`src/rtl/mtrap_pkg.sv`:
```
package mtrap_pkg;

    typedef enum logic [1:0] {
        ST_RUN    = 2'd0,
        ST_ENTER  = 2'd1,
        ST_RETURN = 2'd2
    } mt_state_e;

    localparam logic [11:0] A_STATUS  = 12'h300;
    localparam logic [11:0] A_ISA     = 12'h301;
    localparam logic [11:0] A_IEN     = 12'h304;
    localparam logic [11:0] A_VECTOR  = 12'h305;
    localparam logic [11:0] A_EPC     = 12'h341;
    localparam logic [11:0] A_CAUSE   = 12'h342;
    localparam logic [11:0] A_TVAL    = 12'h343;
    localparam logic [11:0] A_VENDOR  = 12'hF11;
    localparam logic [11:0] A_ARCH    = 12'hF12;
    localparam logic [11:0] A_IMPL    = 12'hF13;

    localparam int BIT_IE   = 3;
    localparam int BIT_PIE  = 7;

    localparam int unsigned CODE_ILLEGAL = 2;

    function automatic logic carries_addr(input int unsigned code);
        return (code == 0) || (code == 1) || (code == 4) ||
               (code == 5) || (code == 6) || (code == 7);
    endfunction

endpackage

```
`src/rtl/mtrap_fsm.sv`:
```
module mtrap_fsm
    import mtrap_pkg::*;
(
    input  logic      clk,
    input  logic      rst_n,
    input  logic      trap_req,
    input  logic      mret_req,
    output logic      take_trap,
    output logic      take_ret,
    output mt_state_e state
);

    mt_state_e state_nx;

    always_ff @(posedge clk) begin
        if (!rst_n) state <= ST_RUN;
        else        state <= state_nx;
    end

    always_comb begin
        take_trap = (state == ST_RUN) && trap_req;
        take_ret  = (state == ST_RUN) && mret_req && !trap_req;
        state_nx  = ST_RUN;
        unique case (state)
            ST_RUN: begin
                if (take_trap)     state_nx = ST_ENTER;
                else if (take_ret) state_nx = ST_RETURN;
                else               state_nx = ST_RUN;
            end
            ST_ENTER:  state_nx = ST_RUN;
            ST_RETURN: state_nx = ST_RUN;
            default:   state_nx = ST_RUN;
        endcase
    end

    assert_enter_next_R4: assert property (@(posedge clk) disable iff (!rst_n)
        take_trap |=> state == ST_ENTER);

    assert_return_next_R8: assert property (@(posedge clk) disable iff (!rst_n)
        take_ret |=> state == ST_RETURN);

    assert_one_cycle_redirect_R10: assert property (@(posedge clk) disable iff (!rst_n)
        state != ST_RUN |=> state == ST_RUN);

endmodule

```
`src/rtl/mtrap_tval.sv`:
```
module mtrap_tval
    import mtrap_pkg::*;
#(
    parameter int XLEN    = 32,
    parameter int CAUSE_W = 5
) (
    input  logic               irq,
    input  logic [CAUSE_W-1:0] cause,
    input  logic [XLEN-1:0]    info,
    output logic [XLEN-1:0]    tval
);

    always_comb begin
        tval = '0;
        if (!irq) begin
            if (32'(cause) == CODE_ILLEGAL) begin
                if (info[1:0] == 2'b11) tval = info;
                else                    tval = {{(XLEN-16){1'b0}}, info[15:0]};
            end else if (carries_addr(32'(cause))) begin
                tval = info;
            end
        end
    end

endmodule

```
`src/rtl/mtrap_target.sv`:
```
module mtrap_target
    import mtrap_pkg::*;
#(
    parameter int XLEN    = 32,
    parameter int CAUSE_W = 5,
    parameter bit C_EXT   = 1'b1
) (
    input  logic               clk,
    input  logic               rst_n,
    input  mt_state_e          state,
    input  logic [XLEN-1:0]    vector,
    input  logic               cause_irq,
    input  logic [CAUSE_W-1:0] cause_code,
    input  logic [XLEN-1:0]    epc,
    output logic               redirect_vld,
    output logic [XLEN-1:0]    redirect_pc
);

    localparam logic [XLEN-1:0] RET_MASK = C_EXT ? ~XLEN'(1) : ~XLEN'(3);

    logic [XLEN-1:0] base;
    logic [XLEN-1:0] slot;

    always_comb begin
        base = {vector[XLEN-1:2], 2'b00};
        slot = XLEN'(cause_code) << 2;
        redirect_vld = 1'b0;
        redirect_pc  = '0;
        unique case (state)
            ST_ENTER: begin
                redirect_vld = 1'b1;
                redirect_pc  = (vector[0] && cause_irq) ? base + slot : base;
            end
            ST_RETURN: begin
                redirect_vld = 1'b1;
                redirect_pc  = epc & RET_MASK;
            end
            default: begin
                redirect_vld = 1'b0;
                redirect_pc  = '0;
            end
        endcase
    end

    assert_handler_aligned_R5: assert property (@(posedge clk) disable iff (!rst_n)
        (state == ST_ENTER) |-> redirect_pc[1:0] == 2'b00);

    assert_resume_masked_R8: assert property (@(posedge clk) disable iff (!rst_n)
        (state == ST_RETURN) |-> (!redirect_pc[0] && (C_EXT || !redirect_pc[1])));

endmodule

```
`src/rtl/mtrap_unit.sv`:
```
module mtrap_unit
    import mtrap_pkg::*;
#(
    parameter int              XLEN      = 32,
    parameter int              CAUSE_W   = 5,
    parameter int              IRQ_W     = 16,
    parameter logic [XLEN-1:0] MISA_VAL  = 32'h4000_0104,
    parameter logic [XLEN-1:0] VENDOR_ID = 32'h0000_0669,
    parameter logic [XLEN-1:0] ARCH_ID   = 32'h8000_0003,
    parameter logic [XLEN-1:0] IMPL_ID   = 32'h0000_0001,
    parameter logic [XLEN-1:0] MTVEC_RST = 32'h0000_0000
) (
    input  logic               clk,
    input  logic               rst_n,
    input  logic               trap_req,
    input  logic               trap_irq,
    input  logic [CAUSE_W-1:0] trap_cause,
    input  logic [XLEN-1:0]    trap_pc,
    input  logic [XLEN-1:0]    trap_info,
    input  logic               mret_req,
    input  logic [IRQ_W-1:0]   irq_pend,
    output logic               irq_take,
    input  logic               csr_we,
    input  logic [11:0]        csr_addr,
    input  logic [XLEN-1:0]    csr_wdata,
    output logic [XLEN-1:0]    csr_rdata,
    output logic               redirect_vld,
    output logic [XLEN-1:0]    redirect_pc
);

    localparam bit C_EXT   = MISA_VAL[2];
    localparam int PAD_W   = XLEN - 1 - CAUSE_W;

    mt_state_e        state;
    logic             take_trap;
    logic             take_ret;
    logic             st_ie;
    logic             st_pie;
    logic [IRQ_W-1:0] ien_q;
    logic [XLEN-1:0]  vector_q;
    logic [XLEN-1:0]  epc_q;
    logic [XLEN-1:0]  cause_q;
    logic [XLEN-1:0]  tval_q;
    logic [XLEN-1:0]  tval_new;

    mtrap_fsm u_fsm (
        .clk       (clk),
        .rst_n     (rst_n),
        .trap_req  (trap_req),
        .mret_req  (mret_req),
        .take_trap (take_trap),
        .take_ret  (take_ret),
        .state     (state)
    );

    mtrap_tval #(.XLEN(XLEN), .CAUSE_W(CAUSE_W)) u_tval (
        .irq   (trap_irq),
        .cause (trap_cause),
        .info  (trap_info),
        .tval  (tval_new)
    );

    mtrap_target #(.XLEN(XLEN), .CAUSE_W(CAUSE_W), .C_EXT(C_EXT)) u_target (
        .clk          (clk),
        .rst_n        (rst_n),
        .state        (state),
        .vector       (vector_q),
        .cause_irq    (cause_q[XLEN-1]),
        .cause_code   (cause_q[CAUSE_W-1:0]),
        .epc          (epc_q),
        .redirect_vld (redirect_vld),
        .redirect_pc  (redirect_pc)
    );

    always_ff @(posedge clk) begin
        if (!rst_n) begin
            st_ie    <= 1'b0;
            st_pie   <= 1'b0;
            ien_q    <= '0;
            vector_q <= MTVEC_RST;
            epc_q    <= '0;
            cause_q  <= '0;
            tval_q   <= '0;
        end else if (take_trap) begin
            epc_q   <= trap_pc;
            cause_q <= {trap_irq, {PAD_W{1'b0}}, trap_cause};
            tval_q  <= tval_new;
            st_pie  <= st_ie;
            st_ie   <= 1'b0;
        end else if (take_ret) begin
            st_ie  <= st_pie;
            st_pie <= 1'b1;
        end else if (csr_we) begin
            case (csr_addr)
                A_STATUS: begin
                    st_ie  <= csr_wdata[BIT_IE];
                    st_pie <= csr_wdata[BIT_PIE];
                end
                A_IEN:    ien_q    <= csr_wdata[IRQ_W-1:0];
                A_VECTOR: vector_q <= csr_wdata;
                A_EPC:    epc_q    <= csr_wdata;
                A_CAUSE:  cause_q  <= csr_wdata;
                A_TVAL:   tval_q   <= csr_wdata;
                default:  ;
            endcase
        end
    end

    always_comb begin
        csr_rdata = '0;
        case (csr_addr)
            A_STATUS: begin
                csr_rdata[BIT_IE]  = st_ie;
                csr_rdata[BIT_PIE] = st_pie;
            end
            A_ISA:    csr_rdata = MISA_VAL;
            A_IEN:    csr_rdata = XLEN'(ien_q);
            A_VECTOR: csr_rdata = vector_q & ~XLEN'(2);
            A_EPC:    csr_rdata = epc_q;
            A_CAUSE:  csr_rdata = cause_q;
            A_TVAL:   csr_rdata = tval_q;
            A_VENDOR: csr_rdata = VENDOR_ID;
            A_ARCH:   csr_rdata = ARCH_ID;
            A_IMPL:   csr_rdata = IMPL_ID;
            default:  csr_rdata = '0;
        endcase
    end

    assign irq_take = st_ie && (|(irq_pend & ien_q));

    assert_entry_enables_R4: assert property (@(posedge clk) disable iff (!rst_n)
        take_trap |=> (!st_ie && st_pie == $past(st_ie)));

    assert_entry_epc_R4: assert property (@(posedge clk) disable iff (!rst_n)
        take_trap |=> epc_q == $past(trap_pc));

    assert_return_enables_R8: assert property (@(posedge clk) disable iff (!rst_n)
        take_ret |=> (st_pie && st_ie == $past(st_pie)));

    assert_short_insn_R6: assert property (@(posedge clk) disable iff (!rst_n)
        (take_trap && !trap_irq && 32'(trap_cause) == CODE_ILLEGAL && trap_info[1:0] != 2'b11)
        |=> tval_q[XLEN-1:16] == '0);

    assert_busy_ignored_R10: assert property (@(posedge clk) disable iff (!rst_n)
        (redirect_vld && !csr_we) |=> ($stable(epc_q) && $stable(cause_q) && $stable(st_ie)));

endmodule

```
`config.mk`:
```
export PLATFORM = sky130hd
export DESIGN_NAME = mtrap_unit
export DESIGN_NICKNAME = d
export VERILOG_FILES = /design/src/rtl/mtrap_pkg.sv /design/src/rtl/mtrap_fsm.sv /design/src/rtl/mtrap_tval.sv /design/src/rtl/mtrap_target.sv /design/src/rtl/mtrap_unit.sv
export SDC_FILE = /design/constraint.sdc
export NUM_CORES = 1
export LEC_CHECK = 0
export CORE_ASPECT_RATIO = 0.8
export CORE_UTILIZATION = 40
export CTS_BUF_LIST = sky130_fd_sc_hd__clkbuf_16
export DETAILED_ROUTE_END_ITERATION = 8
export PLACE_DENSITY_LB_ADDON = 0.25
export SYNTH_ARGS = -nofsm -noshare
export SYNTH_HDL_FRONTEND = slang
export SYNTH_HIERARCHICAL = 1
export SYNTH_SLANG_ARGS = --single-unit
export TNS_END_PERCENT = 5
```
`constraint.sdc`:
```
create_clock -name clk -period 3.45 [get_ports clk]
set_input_delay 0.69 -clock clk [delete_from_list [all_inputs] [get_ports clk]]
set_output_delay 0.69 -clock clk [all_outputs]
set_load 0.01 [all_outputs]
```
==> flow_summary_export.csv <==
group,metric,value,unit
outcome,status,"finished, violations left",
outcome,violations,"setup timing",
timing,skew,0.01706,ns
worst_setup_path,crit_buf_inv,2,
finish,layout-drive-gt1-share,0.1823,
pwr,p_leak,4.911,nW
worst_setup_path,worstPathCellList,"ha_1 -> and4_4 -> o21ai_4 -> buf_4 -> or4_1 -> nand3_1 -> clkdlybuf4s50_1",
die,boundaryPins,201,
pwr,vdd_drop_max,297.4,µV
placement,io_buffers,199,
synth,synth_cells,1196,
grt,grt_overflow,0,
worst_setup_path,crit_required,2.76,ns
timing,finalSetupViolations,13,
finish,nets,1556,
synth,syn_nets,1339,
timing,max_freq,280.1,MHz
timing,post-route-period-util,1.035,
detailed_routing,avgViaCountPerCell,5.828,
synth,yosysWarnings,6,
worst_setup_path,path_class,"reg2out",
finish,area_growth,38.77,%
detailed_routing,final_antenna_net_count,0,
worst_hold_path,hold_path.startpoint,"ien_q[0]$_SDFFE_PN0P_",
placement,hpwl,27660,µm
die,start_util,0.4130,
worst_setup_path,worst_path_dominant_cell_family,"simple AND/OR/NAND/NOR gates",
worst_setup_path,slowest_stage,"clkdlybuf4s50_1",
finish,fillers,2157,
placement,place_congestion,0.9604,
timing,rsz0062_at_grt,"yes",
detailed_routing,vias,10110,
pwr,p_per_area,339.3,mW/mm²
worst_setup_path,worstSetupEndpointType,"primary output",
worst_setup_path,r2r-start,"u_fsm/state[1]$_SDFF_PP0_",
grt,grt_usage,0.3091,
die,die_area,0.02417,mm²
cts,clk-insertion-delay-late,0.44,ns
synth,synth.cell_area,0.009420,mm²
finish,most-common-layout-cells,"nand2_1 (153), clkdlybuf4s50_1 (147), dfxtp_1 (143), nor2_1 (128), o21ai_0 (101)",
finish,layout_commonest_cell,"nand2_1",
finish,final_cells,1735,
detailed_routing,detail_route.iter0.violations,926,
grt,grt_util_met2,0.4766,
grt,grt_pass1_vias,9585,
worst_hold_path,hp-class,"reg2reg",
synth,postSynthAreaPerCell,7.876,µm²
timing,worst_slack,-0.1205,ns
detailed_routing,wl,37820,µm
cts,tritoncts,"yes",
timing,tightest_slew,0.8420,ns
detailed_routing,routedWlPerCell,21.80,µm
cts,cts_buffers,17,
cts,cts_buffer_depth,2,
finish,finish.instance_area,0.01307,mm²
timing,slew_violations,0,
detailed_routing,dr.pass1.iters,8,
placement,dp.cells,1694,
grt,grt_pass1_wl,57150,µm
die,rows,49,
worst_setup_path,crit_path_start_kind,"flip-flop",
cts,clk_pin_slew_worst_paths,0.06,ns
worst_setup_path,cp_max_fo,9,
worst_setup_path,slowest_delay,0.53,ns
worst_setup_path,crit_start,"cause_q[3]$_SDFFE_PN0P_",
timing,final_hold_viol_count,0,
cts,hold_buffers,0,
grt,antenna_found_initial,5,
die,die_h,139.3,µm
die,core,0.02281,mm²
grt,grt_start_max_net_pins,118,
job,drv_cap,0,
die,fp.dieW,173.6,µm
grt,grt_busiest_layer,"met2",
cts,h-tree-depth,4,
timing,maxSlewHeadroom,0.4387,
cts,clockRootBuffer,"clkbuf_16",
cts,cts_sinks,147,
timing,period_minus_slack,3.571,ns
worst_setup_path,critPathArrivalTime,2.88,ns
grt,grt_util_met3,0.08224,
grt,grtUsageMet1,0.4048,
detailed_routing,drc_errors,0,
placement,placed_cell_area,0.01227,mm²
-- flip-flops by register name (all words and copies together) (netlist names) --
signal and cells:
u_fsm/state 2, cause_q 32, tval_q 32, epc_q 32
st_pie 1, vector_q 31, ien_q 16, st_ie 1
-- routing by layer --
layer / share of wire / up-vias
met2: 0.44 / 460
met5: 0.00071 / -
met4: 0.039 / 4
met3: 0.092 / 78
met1: 0.43 / 4814
li1: - / 4756
-- per-stage QoR --
stage	hold slack, ns	setup TNS [ns]	utilization	setup slack [ns]	total power (W)
floorplan	0.4450	0	-	0.5496	0.002183
global placement	0.4651	-7.064	0.5379	-0.3424	0.002552
detailed placement	0.4706	-7.562	0.5379	-0.3396	0.002559
CTS	0.4799	-1.489	0.5692	-0.1701	0.004434
global route	0.5017	-2.704	0.5729	-0.2049	0.004589
finish	0.4817	-0.8903	0.5732	-0.1205	0.004435
-- report_power, final --
group          internal [W]  switching [W]  leakage (nW)
Combinational      0.000331       0.000375          3.43
Sequential          0.00177      0.0000694          1.20
Clock               0.00107       0.000822         0.278
Total               0.00317        0.00127          4.91
-- final cells by class --
| class | instances | area (µm²) | share of cell area |
|---|---|---|---|
| Tap cell | 306 | 382.9 | 0.02929 |
| Timing Repair Buffer | 304 | 2933 | 0.2243 |
| Antenna cell | 3 | 7.507 | 0.0005743 |
| Clock inverter | 15 | 155.1 | 0.01187 |
| Inverter | 28 | 105.1 | 0.008040 |
| Clock buffer | 17 | 425.4 | 0.03254 |
| Sequential cell | 147 | 2950 | 0.2257 |
| Multi-Input combinational cell | 915 | 6113 | 0.4677 |
-- worst reg2reg max path: cells and delay by family, from the launching register on --
kind / cells / cell delay [ns]
AND/OR/NAND/NOR: 5 / 1.35
flip-flops: 1 / 0.44
buffers and inverters: 1 / 0.25
AO/OA/AOI/OAI: 1 / 0.20
-- final timing paths --
path	to	slack, ns	cells past startpoint
min reg2reg	ien_q[0]$_SDFFE_PN0P_	0.48	2
max	redirect_pc[23]	-0.12	7
max reg2reg	vector_q[25]$_SDFFE_PN0P_	1.11	7
min	ien_q[0]$_SDFFE_PN0P_	0.48	2
-- what timing repair did --
action / in CTS / in global routing
buffers inserted: 4 / 1
endpoints found under the setup margin: 59 / 23
gates resized for setup: 101 / 14
cloned: 0 / 1
pin swaps: 7 / 2
endpoints found under the hold margin: 0 / 0
Note: power is estimated with default switching activity, not from simulation.
